**src/rtl/wdt_pkg.sv**
```systemverilog
// Package: register offsets, key and bit positions of the key-locked watchdog.
// Assumes 12-bit byte offsets and 16-bit registers at the top level.
package wdt_pkg;
    localparam logic [11:0] OFF_LOAD_LO = 12'h080;
    localparam logic [11:0] OFF_LOAD_HI = 12'h084;
    localparam logic [11:0] OFF_CTRL    = 12'h088;
    localparam logic [11:0] OFF_LOCK    = 12'h0A0;
    localparam int          NUM_GATES   = 2;
    localparam logic [11:0] OFF_GATE [NUM_GATES] = '{12'hC08, 12'hC18};
    localparam logic [15:0] UNLOCK_KEY  = 16'hE551;
    localparam int          BIT_RUN     = 1;
    localparam int          BIT_RSTEN   = 3;
    localparam int          BIT_GATE    = 2;
endpackage

```
**src/rtl/wdt_regfile.sv**
```systemverilog
// Module: register file of the watchdog. It holds the lock state, the reload
// halves, the control bits and the two gate registers, and provides a
// combinational read mux. Assumes DATA_W > BIT_RSTEN. A hardware clear of run
// takes priority over a software write in the same cycle.
module wdt_regfile
    import wdt_pkg::*;
#(
    parameter int ADDR_W = 12,
    parameter int DATA_W = 16
) (
    input  logic                  clk,
    input  logic                  rst_n,
    input  logic                  wr_en_i,
    input  logic [ADDR_W-1:0]     wr_addr_i,
    input  logic [DATA_W-1:0]     wr_data_i,
    input  logic [ADDR_W-1:0]     rd_addr_i,
    output logic [DATA_W-1:0]     rd_data_o,
    input  logic                  clr_run_i,
    output logic                  run_o,
    output logic                  rst_en_o,
    output logic                  gate_o,
    output logic [2*DATA_W-1:0]   load_o
);
    logic              unlocked_q;
    logic [DATA_W-1:0] lo_q, hi_q;
    logic              run_q, rsten_q;
    logic [DATA_W-1:0] gate_q [NUM_GATES];
    logic              hit_lock, hit_lo, hit_hi, hit_ctrl;
    logic [NUM_GATES-1:0] gate_bits;

    // Purpose: decode write strobes for the fixed registers.
    always_comb begin
        hit_lock = wr_en_i && (wr_addr_i == ADDR_W'(OFF_LOCK));
        hit_lo   = wr_en_i && (wr_addr_i == ADDR_W'(OFF_LOAD_LO));
        hit_hi   = wr_en_i && (wr_addr_i == ADDR_W'(OFF_LOAD_HI));
        hit_ctrl = wr_en_i && (wr_addr_i == ADDR_W'(OFF_CTRL));
    end

    // Purpose: lock state, opened by the key and closed by any other value.
    always_ff @(posedge clk) begin
        if (!rst_n)
            unlocked_q <= 1'b0;
        else if (hit_lock)
            unlocked_q <= (wr_data_i == DATA_W'(UNLOCK_KEY));
    end

    // Purpose: reload halves, writable only while unlocked.
    always_ff @(posedge clk) begin
        if (!rst_n) begin
            lo_q <= '0;
            hi_q <= '0;
        end else if (unlocked_q) begin
            if (hit_lo) lo_q <= wr_data_i;
            if (hit_hi) hi_q <= wr_data_i;
        end
    end

    // Purpose: control bits; the end of a reset pulse clears run.
    always_ff @(posedge clk) begin
        if (!rst_n) begin
            run_q   <= 1'b0;
            rsten_q <= 1'b0;
        end else begin
            if (hit_ctrl && unlocked_q) begin
                run_q   <= wr_data_i[BIT_RUN];
                rsten_q <= wr_data_i[BIT_RSTEN];
            end
            if (clr_run_i)
                run_q <= 1'b0;
        end
    end

    // Purpose: gate registers, one per enable, never locked.
    for (genvar g = 0; g < NUM_GATES; g++) begin : g_gate
        always_ff @(posedge clk) begin
            if (!rst_n)
                gate_q[g] <= '0;
            else if (wr_en_i && (wr_addr_i == ADDR_W'(OFF_GATE[g])))
                gate_q[g] <= wr_data_i;
        end
        assign gate_bits[g] = gate_q[g][BIT_GATE];
    end

    // Purpose: combinational read mux over all registers.
    always_comb begin
        rd_data_o = '0;
        if (rd_addr_i == ADDR_W'(OFF_LOCK))    rd_data_o[0] = unlocked_q;
        if (rd_addr_i == ADDR_W'(OFF_LOAD_LO)) rd_data_o = lo_q;
        if (rd_addr_i == ADDR_W'(OFF_LOAD_HI)) rd_data_o = hi_q;
        if (rd_addr_i == ADDR_W'(OFF_CTRL)) begin
            rd_data_o[BIT_RUN]   = run_q;
            rd_data_o[BIT_RSTEN] = rsten_q;
        end
        for (int g = 0; g < NUM_GATES; g++)
            if (rd_addr_i == ADDR_W'(OFF_GATE[g])) rd_data_o = gate_q[g];
    end

    assign run_o    = run_q;
    assign rst_en_o = rsten_q;
    assign gate_o   = &gate_bits;
    assign load_o   = {hi_q, lo_q};

    // a locked write leaves the reload low half untouched
    assert_locked_lo_R3: assert property (@(posedge clk) disable iff (!rst_n)
        hit_lo && !unlocked_q |=> $stable(lo_q));
    // a locked write leaves reset-enable untouched
    assert_locked_ctrl_R3: assert property (@(posedge clk) disable iff (!rst_n)
        hit_ctrl && !unlocked_q |=> $stable(rsten_q));
    // the key opens the lock
    assert_key_opens_R2: assert property (@(posedge clk) disable iff (!rst_n)
        hit_lock && (wr_data_i == DATA_W'(UNLOCK_KEY)) |=> unlocked_q);
    // a hardware clear request always drops run
    assert_hw_clear_R7: assert property (@(posedge clk) disable iff (!rst_n)
        clr_run_i |=> !run_q);
endmodule

```
**src/rtl/wdt_countdown.sv**
```systemverilog
// Module: countdown core. It reloads on a rising run, decrements on gated ticks
// and emits a fixed-length reset pulse on expiry, then asks for run to be
// cleared. Assumes tick_i is a single-cycle pulse and PULSE_LEN >= 1.
module wdt_countdown #(
    parameter int CNT_W     = 32,
    parameter int PULSE_LEN = 4
) (
    input  logic             clk,
    input  logic             rst_n,
    input  logic             run_i,
    input  logic             rst_en_i,
    input  logic             gate_i,
    input  logic             tick_i,
    input  logic [CNT_W-1:0] load_i,
    output logic [CNT_W-1:0] cnt_o,
    output logic             rst_req_o,
    output logic             clr_run_o
);
    localparam int PW = $clog2(PULSE_LEN + 1);

    logic             run_d1;
    logic [CNT_W-1:0] cnt_q;
    logic [PW-1:0]    pulse_q;
    logic             start, active, fire;

    // Purpose: derive start, active and expiry conditions.
    always_comb begin
        start  = run_i && !run_d1;
        active = run_i && run_d1 && gate_i;
        fire   = active && rst_en_i && (cnt_q == '0) && (pulse_q == '0);
    end

    // Purpose: delayed run for edge detection.
    always_ff @(posedge clk) begin
        if (!rst_n) run_d1 <= 1'b0;
        else        run_d1 <= run_i;
    end

    // Purpose: count register with reload and gated decrement.
    always_ff @(posedge clk) begin
        if (!rst_n)
            cnt_q <= '0;
        else if (start)
            cnt_q <= load_i;
        else if (active && tick_i && (cnt_q != '0))
            cnt_q <= cnt_q - 1'b1;
    end

    // Purpose: reset pulse length counter.
    always_ff @(posedge clk) begin
        if (!rst_n)
            pulse_q <= '0;
        else if (pulse_q != '0)
            pulse_q <= pulse_q - 1'b1;
        else if (fire)
            pulse_q <= PW'(PULSE_LEN);
    end

    assign cnt_o     = cnt_q;
    assign rst_req_o = (pulse_q != '0);
    assign clr_run_o = (pulse_q == PW'(1));

    // with run low the count holds
    assert_freeze_R9: assert property (@(posedge clk) disable iff (!rst_n)
        !run_i |=> $stable(cnt_q));
    // no reset pulse starts while run is low
    assert_no_rst_stopped_R9: assert property (@(posedge clk) disable iff (!rst_n)
        !run_i && !rst_req_o |=> !rst_req_o);
    // without a tick and outside a reload the count holds
    assert_tick_only_R6: assert property (@(posedge clk) disable iff (!rst_n)
        !tick_i && !start |=> $stable(cnt_q));
    // a closed gate holds the count outside a reload
    assert_gate_hold_R4: assert property (@(posedge clk) disable iff (!rst_n)
        !gate_i && !start |=> $stable(cnt_q));
    // the pulse starts only after a zero count with reset enabled
    assert_pulse_cause_R7: assert property (@(posedge clk) disable iff (!rst_n)
        $rose(rst_req_o) |-> ($past(cnt_q) == '0) && $past(rst_en_i));
    // run is already down when the pulse ends
    assert_pulse_end_R7: assert property (@(posedge clk) disable iff (!rst_n)
        $fell(rst_req_o) |-> !run_i);
endmodule

```
**src/rtl/wdt_keylock_timer.sv**
```systemverilog
// Module: top of the key-locked watchdog reset timer. It joins the register
// file to the countdown core. Assumes tick_en is synchronous to clk.
module wdt_keylock_timer #(
    parameter int ADDR_W    = 12,
    parameter int DATA_W    = 16,
    parameter int PULSE_LEN = 4
) (
    input  logic                clk,
    input  logic                rst_n,
    input  logic                tick_en,
    input  logic                wr_en,
    input  logic [ADDR_W-1:0]   wr_addr,
    input  logic [DATA_W-1:0]   wr_data,
    input  logic [ADDR_W-1:0]   rd_addr,
    output logic [DATA_W-1:0]   rd_data,
    output logic [2*DATA_W-1:0] count,
    output logic                sys_rst_req
);
    localparam int CNT_W = 2 * DATA_W;

    logic             run, rst_en, gate, clr_run;
    logic [CNT_W-1:0] load;

    wdt_regfile #(.ADDR_W(ADDR_W), .DATA_W(DATA_W)) u_regs (
        .clk(clk), .rst_n(rst_n),
        .wr_en_i(wr_en), .wr_addr_i(wr_addr), .wr_data_i(wr_data),
        .rd_addr_i(rd_addr), .rd_data_o(rd_data),
        .clr_run_i(clr_run), .run_o(run), .rst_en_o(rst_en),
        .gate_o(gate), .load_o(load)
    );

    wdt_countdown #(.CNT_W(CNT_W), .PULSE_LEN(PULSE_LEN)) u_core (
        .clk(clk), .rst_n(rst_n),
        .run_i(run), .rst_en_i(rst_en), .gate_i(gate), .tick_i(tick_en),
        .load_i(load), .cnt_o(count), .rst_req_o(sys_rst_req),
        .clr_run_o(clr_run)
    );
endmodule

```
**config.mk**
```make
export PLATFORM = sky130hd
export DESIGN_NAME = wdt_keylock_timer
export DESIGN_NICKNAME = d
export VERILOG_FILES = /design/src/rtl/wdt_pkg.sv /design/src/rtl/wdt_regfile.sv /design/src/rtl/wdt_countdown.sv /design/src/rtl/wdt_keylock_timer.sv
export SDC_FILE = /design/constraint.sdc
export NUM_CORES = 1
export LEC_CHECK = 0
export ABC_AREA = 1
export BUFFER_PORTS_ARGS = -buffer_cell sky130_fd_sc_hd__clkbuf_2
export CORE_UTILIZATION = 47
export DETAILED_ROUTE_END_ITERATION = 7
export PLACE_DENSITY = 0.8
export REMOVE_ABC_BUFFERS = 1
export SLEW_MARGIN = 20
export SYNTH_ARGS = -nofsm -noshare
export SYNTH_HDL_FRONTEND = slang
export SYNTH_SLANG_ARGS = --single-unit
```
**constraint.sdc**
```tcl
create_clock -name clk -period 3 [get_ports clk]
set_clock_uncertainty 0.05 [all_clocks]
set_input_delay 0.6 -clock clk [delete_from_list [all_inputs] [get_ports clk]]
set_output_delay 0.6 -clock clk [all_outputs]
set_load 0.1 [all_outputs]
```
# After elaboration in Yosys (flattened, before gate mapping)
# Memories as Yosys holds them, arrays and structs flattened.
# Index checks and enable logic that the tools add are counted.
# op_classes
addsub,2
n_eq_ne,14
n_mux,20
bitwise_logic,3
n_reduce_logical,26
# ops
op,n
"12-bit by 8-bit == test with 1-bit output, second input constant",8
16-bit two-way mux,6
32-bit two-way mux,2
"12-bit == test, second input constant",4
32-bit zero test,1
32-bit nonzero test,1
"32-bit by 1-bit subtractor with 32-bit output, second input constant",1
"16-bit == test, second input constant",1
1-bit logical AND,15
1-bit two-way mux,10
3-bit two-way mux,2
2-bit AND reduction,3
2-bit nonzero test,2
"3-bit by 1-bit == test with 1-bit output, second input constant",1
3-bit zero test,1
3-bit nonzero test,1
"3-bit by 1-bit subtractor with 3-bit output, second input constant",1
1-bit OR,2
2-bit OR reduction,1
1-bit zero test,1
1-bit inverter,1
# word_totals
ff_bits,71
ram_bits,32
in_bits,44
output_inout_bits,49
elab_cells,74
n_memories,1
# mem_list
memory,words,word_bits,rd,rd_ports_with_merged_regs,write_ports,line,rtl
u_regs.gate_q,2,16,2,0,2,wdt_regfile.sv:27,logic [DATA_W-1:0] gate_q [NUM_GATES];

# Depth between registers and ports, before layout
# Gate-level depths: netlist of run 1.
# logic_depth
word_depth,7
depth_mapped,12
depth_no_buf,12

# Hierarchy
# From an unflattened synthesis of run 1, not the netlist that was laid out.
# hier_totals
cells_unflattened,936
hier_area_um2,6155.9
# modules_own_cells
mod,instances,cells_each,area_each_um2,seq_area_each_um2
wdt_regfile,1,429,3377.0,1661.6
wdt_countdown,1,507,2778.9,720.7

# Least setup slack after synthesis of run 1
# No wires, ideal clock.
# synth_path
kind,in2out
startpoint,in rd_addr[5]
endpoint,out rd_data[10]
arrival_ps,2872
required_time_ps,2350
path_slack_ps,-522
path_stages,5
path_buffers,0
path_cell_list,nor2_1 -> nand2_1 -> nor2_1 -> nand2_1 -> o2111ai_1
# synth_via
elab_chain_len,5
elab_cells_between_ends,8
classes_between,eq/ne: 4; mux: 4
# synth_lines
item,line,rtl
start: declaration,wdt_keylock_timer.sv:14,"input logic [ADDR_W-1:0] rd_addr,"
12-bit by 8-bit == test with 1-bit output,wdt_regfile.sv:88,if (rd_addr_i == ADDR_W'(OFF_LOAD_LO)) rd_data_o = lo_q;
16-bit two-way mux,wdt_regfile.sv:88,
16-bit two-way mux,wdt_regfile.sv:89,if (rd_addr_i == ADDR_W'(OFF_LOAD_HI)) rd_data_o = hi_q;
16-bit two-way mux,wdt_regfile.sv:95,if (rd_addr_i == ADDR_W'(OFF_GATE[g])) rd_data_o = gate_q[g];
16-bit two-way mux (*),wdt_regfile.sv:95,
end: declaration,wdt_keylock_timer.sv:15,"output logic [DATA_W-1:0] rd_data,"
# Mark *: on every way between the ends. The rest lies on a longest branch, timed or not.

# Worst setup path after layout of run 1
# layout_path
startpoint,in rd_addr[1]
endpoint,out rd_data[2]
# The elaborated chain is that of the path after synthesis.

==> flow_metrics.env, run 1 <==
export IMPL_worst_setup_path_end_kind="output pin"
export IMPL_insertion_delay_ns=0.35
export IMPL_drive_gt1_share_pct=15.0
export IMPL_synth_seq_area_share_pct=40.6
export IMPL_final_core_util_pct=58.4
export IMPL_ys_warn_count=0
export IMPL_start_util_pct=48.4
export IMPL_p_sw_uw=800
export IMPL_reg2reg_depth=10
export IMPL_cts_buffers=9
export IMPL_dp_cells=1116
export IMPL_irDropWorstVdd_mv=0.283
export IMPL_core_area_um2=12100
export IMPL_tightest_slew_ns=0.765
export IMPL_drtPass1Iterations=5
export IMPL_p_comb_share_pct=9.8
export IMPL_period_share_pct=92.5
export IMPL_hold_path_class="flop to flop"
export IMPL_drc=0
export IMPL_swShare_pct=26.9
export IMPL_setup_violations=0
export IMPL_hold_violations=0
export IMPL_dpl_hpwl_um=12700
export IMPL_multiInputGateArea_um2=2940
export IMPL_synthCells=867
export IMPL_r2r_start="u_core.cnt_o[0]"
export IMPL_wire_per_inst_um=15.2
export IMPL_crit_type="input pin to output pin"
export IMPL_maxSlewViolCount=0
export IMPL_synth_most_common_cell="nand2_1"
export IMPL_power_mw=2.97
export IMPL_worstHoldStart="u_regs.run_o"
export IMPL_syn_area_um2=5870
export IMPL_synth_top_area_share_pct=24.2
export IMPL_drt_wl_total_um=17200
export IMPL_vias=6149
export IMPL_post_cts_repair_setup_buffers=0
export IMPL_root_buffer="clkbuf_16"
export IMPL_critPathRequiredTime_ns=2.35
export IMPL_avgSynthCellArea_um2=6.77
export IMPL_synth_top_area_cell="dfxtp_1"
export IMPL_cts_max_level=3
export IMPL_synthFlopType="dfxtp_1"
export IMPL_die_h_um=114
export IMPL_routabilityCongestion=0.938
export IMPL_cp_startpoint="rd_addr[1]"
export IMPL_cp_max_fo=9
export IMPL_grt_overflow=0
export IMPL_antenna_found_initial=0
export IMPL_finalCriticalPeriod_ns=2.78
export IMPL_synth_area_leaders="dfxtp_1 24%, edfxtp_1 16%, nand2_1 14%"
export IMPL_drt_iter0_markers=671
export IMPL_num_rows=40
export IMPL_power_frac_seq_pct=50.1
export IMPL_cts_tree="done"
export IMPL_finalSetupTns_ns=0
export IMPL_synth_common_cells="223 x nand2_1, 147 x nor2_1, 109 x inv_1"
export IMPL_p_int_mw=2.17
export IMPL_fin_area_um2=7070
export IMPL_io_pins=93
export IMPL_worst_hold_path_num_cells=2
export IMPL_fillCellCount=1163
export IMPL_max_freq_mhz=360
export IMPL_viasPerCell=5.43
export IMPL_power_frac_clock_pct=40.1
export IMPL_finalNonFillerCells=1132
export IMPL_numClockSinks=103
export IMPL_antennaDiodeCount=0
export IMPL_dieArea_um2=12900
export IMPL_placed_cell_area_um2=6770
export IMPL_power_density_nw_per_um2=420
export IMPL_ant_nets=0
export IMPL_start_kind="input pin"
export IMPL_grt_use_total_pct=27.5
export IMPL_outcome="completed"
export IMPL_port_buffers=92
export IMPL_hold_buffers=0
export IMPL_path_clk_slew_ns=0.07
export IMPL_leakagePower_nw=3.26
export IMPL_cap_violations=0
export IMPL_synthArstFlopShare_pct=0
export IMPL_synth_cell_type_count=38
export IMPL_rsz0062_at_grt="no"
export IMPL_synthToLayoutAreaGrowth_pct=20.5
export IMPL_relSlewSlack_pct=49.0
export IMPL_grt_max_degree=35
export IMPL_grt_pass1_vias=5585
export IMPL_crit_arrival_ns=2.13
export IMPL_die_x_um=114
export IMPL_post_cts_resized=0
export IMPL_clockBufferDepth=2
export IMPL_grt_pass1_wl_um=27700
export IMPL_synth_seq_cells=103
export IMPL_synth_edf_count=32
export IMPL_nNetsFinal=1005
export IMPL_regArea_um2=2380
## kinds of logic after synthesis
group	count (synthesis)	synth area share, %
AOI/OAI and AO/OA	138	13.4
adders and majority gates	2	0.426
buffers and inverters	138	9.36
DFF	103	40.6
xor gates and xnor gates	11	1.64
and+or+nand+nor	475	34.6
## power by group through the flow
stage	Clock (mW)	Combinational, mW	Sequential, mW
floorplan	0	0.191	1.52
global placement	0	0.284	1.52
detailed placement	0	0.290	1.52
CTS	1.19	0.291	1.49
global route	1.24	0.320	1.49
finish	1.19	0.290	1.49
## routing by layer
layer	vias up	GRT usage [%]	share of wire, %
met4	0	10.1	2.5
met1	2779	37.6	43
li1	2978	-	-
met3	44	4.14	9.1
met2	348	44.1	45
met5	-	0	0
## state kept, by name (all words and copies together) (netlist names), 3 cells and up
| signal | cells |
|---|---|
| u_core.cnt_o | 32 |
| u_core.pulse_q | 3 |
| u_regs.gate_q | 32 |
| u_regs.hi_q | 16 |
| u_regs.lo_q | 16 |
## worst max-delay path, cell delays in order
cell and delay, ns:
clkbuf_2 0.08, nor2_1 0.17, nand3_1 0.15, nor2_1 0.15, nand2_1 0.29, o2111ai_1 0.45
buf_12 0.23
## metrics by stage
step	hold slack, ns	setup slack, ns
after global routing	0.426	0.102
after detailed placement	0.386	0.254
after global placement	0.376	0.269
final	0.396	0.224
after CTS	0.392	0.241
after floorplan	0.370	-0.522
## cells in the final DEF (no fill, tap or decap), types with 2 or more instances in the layout
master / n
ha_1: 2
xnor2_1: 3
clkinv_4: 2
nand3b_1: 2
edfxtp_1: 32
inv_1: 109
a21oi_2: 3
a21oi_1: 67
nand4_1: 15
a21boi_1: 7
nand2_1: 223
o21ai_0: 43
nor2_4: 4
buf_4: 16
dfxtp_1: 71
nand2_4: 2
xor2_1: 8
nor2_1: 147
inv_6: 2
nor3_1: 10
o211ai_1: 4
nor4_1: 2
clkbuf_16: 9
o2111ai_1: 9
nand3_1: 58
clkbuf_8: 2
buf_12: 16
clkbuf_2: 76
nor2_2: 4
nor3_2: 2
## final cells by class
cell class	instances	share of cell area (%)
inverter	111	5.89
sequential	103	33.7
clock inverter	5	0.726
multi-input combinational	626	41.5
clock buffer	11	3.58
tap	168	2.97
timing repair buffer	108	11.6
## path summary, 6_finish.rpt
check / endpoint / slack, ns
worst max register to register: u_core.cnt_o[19] / 0.82
worst max-delay path: rd_data[2] / 0.22
worst min-delay path: u_core.run_d1 / 0.40
worst min register to register: u_core.run_d1 / 0.40
Power figures use the tool's default switching activity.
==> inputs of run 2 (changes only) <==
--- a/config.mk
+++ b/config.mk
@@ -7,9 +7,10 @@
 export LEC_CHECK = 0
 export ABC_AREA = 1
 export BUFFER_PORTS_ARGS = -buffer_cell sky130_fd_sc_hd__clkbuf_2
-export CORE_UTILIZATION = 47
+export CORE_MARGIN = 10
+export CORE_UTILIZATION = 57
 export DETAILED_ROUTE_END_ITERATION = 7
-export PLACE_DENSITY = 0.8
+export PLACE_DENSITY = 0.92
 export REMOVE_ABC_BUFFERS = 1
 export SLEW_MARGIN = 20
 export SYNTH_ARGS = -nofsm -noshare
==> flow_metrics.env, run 2 (synthesis results as in run 1) <==
export IMPL_p_int_mw=1.87
export IMPL_relSlewSlack_pct=49.0
export IMPL_swShare_pct=29.9
export IMPL_hold_buffers=0
export IMPL_routabilityCongestion=0.974
export IMPL_start_kind="input pin"
export IMPL_hold_violations=0
export IMPL_post_cts_resized=0
export IMPL_drt_wl_total_um=17900
export IMPL_grt_use_met1_pct=31.0
export IMPL_period_share_pct=94.0
export IMPL_cts_tree="done"
export IMPL_path_clk_slew_ns=0.11
export IMPL_top_usage_layer="met2"
export IMPL_ant_nets=0
export IMPL_outcome="completed"
export IMPL_fin_hold_ws_ns=0.428
export IMPL_cp_cell_sequence="clkbuf_2 -> nor2_1 -> nand3_1 -> nor2_1 -> nand2_1 -> o2111ai_1 -> buf_12"
export IMPL_die_x_um=121
export IMPL_core_area_um2=9910
export IMPL_grt_pass1_vias=5874
export IMPL_crit_path_frequent_cell="nor2_1"
export IMPL_antennaDiodeCount=0
export IMPL_critPathRequiredTime_ns=2.35
export IMPL_insertion_delay_ns=0.39
export IMPL_viasPerCell=5.70
export IMPL_wire_per_inst_um=16.4
export IMPL_finalSetupTns_ns=0
export IMPL_drive_gt1_share_pct=15.0
export IMPL_met2_usage_pct=38.4
export IMPL_p_comb_share_pct=11.0
export IMPL_power_mw=2.67
export IMPL_max_stage_delay_ns=0.48
export IMPL_worst_setup_path_end_kind="output pin"
export IMPL_hold_path_class="flop to flop"
export IMPL_vias=6252
export IMPL_dieArea_um2=14800
export IMPL_grt_max_degree=51
export IMPL_setup_violations=0
export IMPL_root_buffer="clkbuf_8"
export IMPL_rsz0062_at_grt="no"
export IMPL_cap_violations=0
export IMPL_antenna_found_initial=0
export IMPL_use_met3_pct=6.42
export IMPL_grt_overflow=0
export IMPL_tightest_slew_ns=0.765
export IMPL_num_rows=36
export IMPL_grt_use_total_pct=24.2
export IMPL_cts_buffers=9
export IMPL_cts_max_level=3
export IMPL_drt_iter0_markers=774
export IMPL_p_sw_uw=798
export IMPL_cp_max_fo=9
export IMPL_layout_common_cells="223 x nand2_1, 147 x nor2_1, 109 x inv_1"
export IMPL_start_util_pct=59.2
export IMPL_power_density_nw_per_um2=386
export IMPL_slowest_stage="o2111ai_1"
export IMPL_max_freq_mhz=354
export IMPL_irDropWorstVdd_mv=0.287
export IMPL_port_buffers=92
export IMPL_clockBufferDepth=2
export IMPL_synthToLayoutAreaGrowth_pct=17.9
export IMPL_nNetsFinal=1005
export IMPL_crit_buf_inv=2
export IMPL_power_frac_clock_pct=33.2
export IMPL_die_h_um=121
export IMPL_crit_family="simple AND/OR/NAND/NOR gates"
export IMPL_drc=0
export IMPL_numClockSinks=103
export IMPL_maxSlewViolCount=0
export IMPL_post_cts_repair_setup_buffers=0
export IMPL_power_frac_seq_pct=55.8
export IMPL_io_pins=93
export IMPL_dpl_hpwl_um=13200
export IMPL_crit_arrival_ns=2.17
export IMPL_drtPass1Iterations=6
export IMPL_crit_type="input pin to output pin"
export IMPL_leakagePower_nw=3.21
export IMPL_final_common_cell="nand2_1"
export IMPL_grt_pass1_wl_um=28900
export IMPL_finalCriticalPeriod_ns=2.82
==> run 2: changes by cell type in the layout (fill, tap and decap cells not counted), sizes merged <==
cell	before	now
clkbuf	87	85
inv	112	114
==> run 2: final cells by class <==
type	count	area (um2)
Tap cell	133	166
Clock buffer	9	124
Fill cell	843	2990
Inverter	111	417
Timing Repair Buffer	108	821
Sequential cell	103	2380
Multi-Input combinational cell	626	2940
Clock inverter	7	73.8
==> run 2: tightest hold or removal path, delay by kind of cell (launching register included) <==
family / cells / cell delay [ns]
buffers and inverters: 1 / 0.03
DFF: 1 / 0.35
and+or+nand+nor: 1 / 0.07
==> run 2: path summary, 6_finish.rpt <==
check	from	slack (ns)	endpoint	cells past startpoint
max	rd_addr[1]	0.18	rd_data[2]	7
min	u_regs.run_o	0.43	u_core.run_d1	2
max reg2reg	u_core.cnt_o[0]	0.77	u_core.cnt_o[19]	10
min reg2reg	u_regs.run_o	0.43	u_core.run_d1	2
==> run 2: per-stage QoR <==
| stage | setup slack [ns] | instance area, um2 | std cells | util (%) |
|---|---|---|---|---|
| after floorplan | -0.522 | 5730 | 840 | - |
| after global placement | 0.290 | 6720 | 1081 | 67.8 |
| after detailed placement | 0.250 | 6720 | 1081 | 67.8 |
| after CTS | 0.231 | 6920 | 1097 | 69.8 |
| after global routing | 0.0692 | 6920 | 1097 | 69.8 |
| final | 0.179 | 6920 | 1097 | 69.8 |
==> run 2: layer usage <==
layer / vias up / routed length (um)
met2: 406 / 8130
met3: 65 / 2240
li1: 2979 / -
met4: 0 / 497
met5: - / 0
met1: 2802 / 7070
==> run 2: power groups by stage <==
| stage | clock, mW | sequential (mW) | combinational [mW] |
|---|---|---|---|
| 5_1_grt | 0.934 | 1.49 | 0.319 |
| 2_1_floorplan | 0 | 1.52 | 0.191 |
| 3_5_place_dp | 0 | 1.52 | 0.291 |
| 4_1_cts | 0.876 | 1.49 | 0.292 |
| 3_3_place_gp | 0 | 1.52 | 0.281 |
| 6_report | 0.887 | 1.49 | 0.293 |
==> inputs of run 3 (changes only) <==
--- a/config.mk
+++ b/config.mk
@@ -8,11 +8,12 @@
 export ABC_AREA = 1
 export BUFFER_PORTS_ARGS = -buffer_cell sky130_fd_sc_hd__clkbuf_2
 export CORE_MARGIN = 10
-export CORE_UTILIZATION = 57
+export CORE_UTILIZATION = 58
 export DETAILED_ROUTE_END_ITERATION = 7
-export PLACE_DENSITY = 0.92
+export PLACE_DENSITY = 0.93
 export REMOVE_ABC_BUFFERS = 1
 export SLEW_MARGIN = 20
 export SYNTH_ARGS = -nofsm -noshare
 export SYNTH_HDL_FRONTEND = slang
+export SYNTH_HIERARCHICAL = 1
 export SYNTH_SLANG_ARGS = --single-unit
==> flow_metrics.env, run 3 <==
export IMPL_grt_max_degree=62
export IMPL_syn_area_um2=6160
export IMPL_p_int_mw=1.91
export IMPL_synth_area_leaders="dfxtp_1 23%, edfxtp_1 16%, nand2_1 14%"
export IMPL_cts_buffers=9
export IMPL_p_comb_share_pct=11.0
export IMPL_synth_seq_cells=103
export IMPL_worst_setup_path_end_kind="output pin"
export IMPL_finalSetupTns_ns=0
export IMPL_crit_arrival_ns=2.08
export IMPL_power_density_nw_per_um2=385
export IMPL_core_area_um2=10300
export IMPL_grt_pass1_wl_um=28700
export IMPL_reg2reg_depth=9
export IMPL_synth_common_cells="236 x nand2_1, 184 x nor2_1, 113 x inv_1"
export IMPL_ant_nets=0
export IMPL_cts_max_level=3
export IMPL_dp_cells=1141
export IMPL_numClockSinks=103
export IMPL_finalCriticalPeriod_ns=2.73
export IMPL_wire_per_inst_um=16.0
export IMPL_synthArstFlopShare_pct=0
export IMPL_routabilityCongestion=1.05
export IMPL_post_cts_resized=0
export IMPL_io_pins=93
export IMPL_hold_buffers=0
export IMPL_crit_type="input pin to output pin"
export IMPL_synth_cell_type_count=42
export IMPL_hold_violations=0
export IMPL_grt_use_total_pct=23.7
export IMPL_dpl_hpwl_um=13800
export IMPL_period_share_pct=90.9
export IMPL_setup_violations=0
export IMPL_irDropWorstVdd_mv=0.237
export IMPL_root_buffer="clkbuf_8"
export IMPL_power_frac_clock_pct=35.0
export IMPL_die_h_um=123
export IMPL_worst_hold_path_num_cells=2
export IMPL_clockBufferDepth=2
export IMPL_outcome="completed"
export IMPL_holdPathEnd="u_regs/hi_q[7]"
export IMPL_drive_gt1_share_pct=15.6
export IMPL_grt_pass1_vias=5934
export IMPL_synthToLayoutAreaGrowth_pct=16.4
export IMPL_drt_iter0_markers=737
export IMPL_power_frac_seq_pct=54.1
export IMPL_cp_max_fo=10
export IMPL_grt_overflow=0
export IMPL_cts_tree="done"
export IMPL_rrSetupSlack_ns=0.84
export IMPL_antenna_found_initial=0
export IMPL_finalNonFillerCells=1157
export IMPL_maxSlewViolCount=0
export IMPL_ys_warn_count=6
export IMPL_drt_wl_total_um=18500
export IMPL_num_rows=37
export IMPL_tightest_slew_ns=0.805
export IMPL_synthFlopType="dfxtp_1"
export IMPL_port_buffers=92
export IMPL_hold_path_class="flop to flop"
export IMPL_r2r_start="u_core/cnt_o[3]"
export IMPL_rsz0062_at_grt="no"
export IMPL_synth_most_common_cell="nand2_1"
export IMPL_cap_violations=0
export IMPL_viasPerCell=5.53
export IMPL_power_mw=2.76
export IMPL_synthCells=936
export IMPL_drc=0
export IMPL_relSlewSlack_pct=46.1
export IMPL_nNetsFinal=1062
export IMPL_leakagePower_nw=3.34
export IMPL_p_sw_uw=850
export IMPL_fin_hold_ws_ns=0.439
export IMPL_avgSynthCellArea_um2=6.58
export IMPL_drtPass1Iterations=6
export IMPL_dieArea_um2=15100
export IMPL_start_util_pct=59.6
export IMPL_fillCellCount=869
export IMPL_swShare_pct=30.8
export IMPL_final_common_cell="nand2_1"
export IMPL_path_clk_slew_ns=0.12
export IMPL_layout_common_cells="236 x nand2_1, 184 x nor2_1, 113 x inv_1"
export IMPL_critPathRequiredTime_ns=2.35
export IMPL_synth_edf_count=32
export IMPL_insertion_delay_ns=0.40
export IMPL_start_kind="input pin"
export IMPL_vias=6402
export IMPL_synth_top_area_cell="dfxtp_1"
export IMPL_antennaDiodeCount=0
export IMPL_max_freq_mhz=367
export IMPL_worstHoldStart="u_regs/hi_q[7]"
export IMPL_timing_rr_end="u_core/cnt_o[25]"
export IMPL_synth_top_area_share_pct=23.1
export IMPL_post_cts_repair_setup_buffers=0
export IMPL_synth_seq_area_share_pct=38.7
export IMPL_die_x_um=123
## run 3: routing by layer
layer  up-vias  wire [um]  global-route usage, %
met2       331       8710                   39.5
met4         0        655                   9.75
met3        49       1760                   5.29
met5         -          0                      0
met1      2885       7370                   29.0
li1       3137          -                      -
## run 3: kinds of logic after synthesis
logic type                 count (synthesis)  share of synthesized area (%)
and+or+nand+nor                          560                           40.2
buffers and inverters                    145                           9.90
AOI/OAI and AO/OA                        124                           10.5
DFF                                      103                           38.7
xor gates and xnor gates                   2                          0.285
adders and majority gates                  2                          0.406
## run 3: critical path, cell delays in order
cell and delay (ns):
clkbuf_2 0.08, nor2_1 0.13, nand2_1 0.14, nor2_2 0.12, nand2_1 0.07, nor2_2 0.24
buf_12 0.17, nand2_1 0.06, nand2_1 0.06, inv_1 0.05, nand4_1 0.14, buf_12 0.20
## run 3: final cells by class
| cell class | instances | area, um2 | area share [%] |
|---|---|---|---|
| Clock buffer | 9 | 124 | 1.73 |
| Clock inverter | 7 | 96.3 | 1.34 |
| Inverter | 114 | 428 | 5.97 |
| Multi-Input combinational cell | 688 | 3160 | 44.2 |
| Sequential cell | 103 | 2380 | 33.3 |
| Tap cell | 136 | 170 | 2.38 |
| Timing Repair Buffer | 100 | 798 | 11.1 |
## run 3: stage by stage
step,util [%],area (um2),worst slack [ns]
2_1_floorplan,-,5970,0.119
3_3_place_gp,67.3,6940,0.345
3_5_place_dp,67.3,6940,0.328
4_1_cts,69.4,7160,0.285
5_1_grt,69.4,7160,0.0864
6_report,69.4,7160,0.274
## run 3: worst max path at each step
| stage | from | endpoint | slack, ns | cells past startpoint |
|---|---|---|---|---|
| global placement | rd_addr[1] | rd_data[3] | 0.35 | 12 |
| detailed placement | rd_addr[1] | rd_data[0] | 0.33 | 12 |
| floorplan | rd_addr[2] | rd_data[3] | 0.12 | 7 |
| finish | rd_addr[1] | rd_data[0] | 0.27 | 12 |
| global route | rd_addr[1] | rd_data[0] | 0.09 | 12 |
| CTS | rd_addr[1] | rd_data[0] | 0.29 | 12 |
## run 3: power by group through the flow
stage | logic [mW] | clock network, mW | registers (mW)
CTS | 0.302 | 0.964 | 1.49
global placement | 0.288 | 0 | 1.52
floorplan | 0.199 | 0 | 1.52
detailed placement | 0.301 | 0 | 1.52
finish | 0.303 | 0.964 | 1.49
global route | 0.333 | 1.02 | 1.50
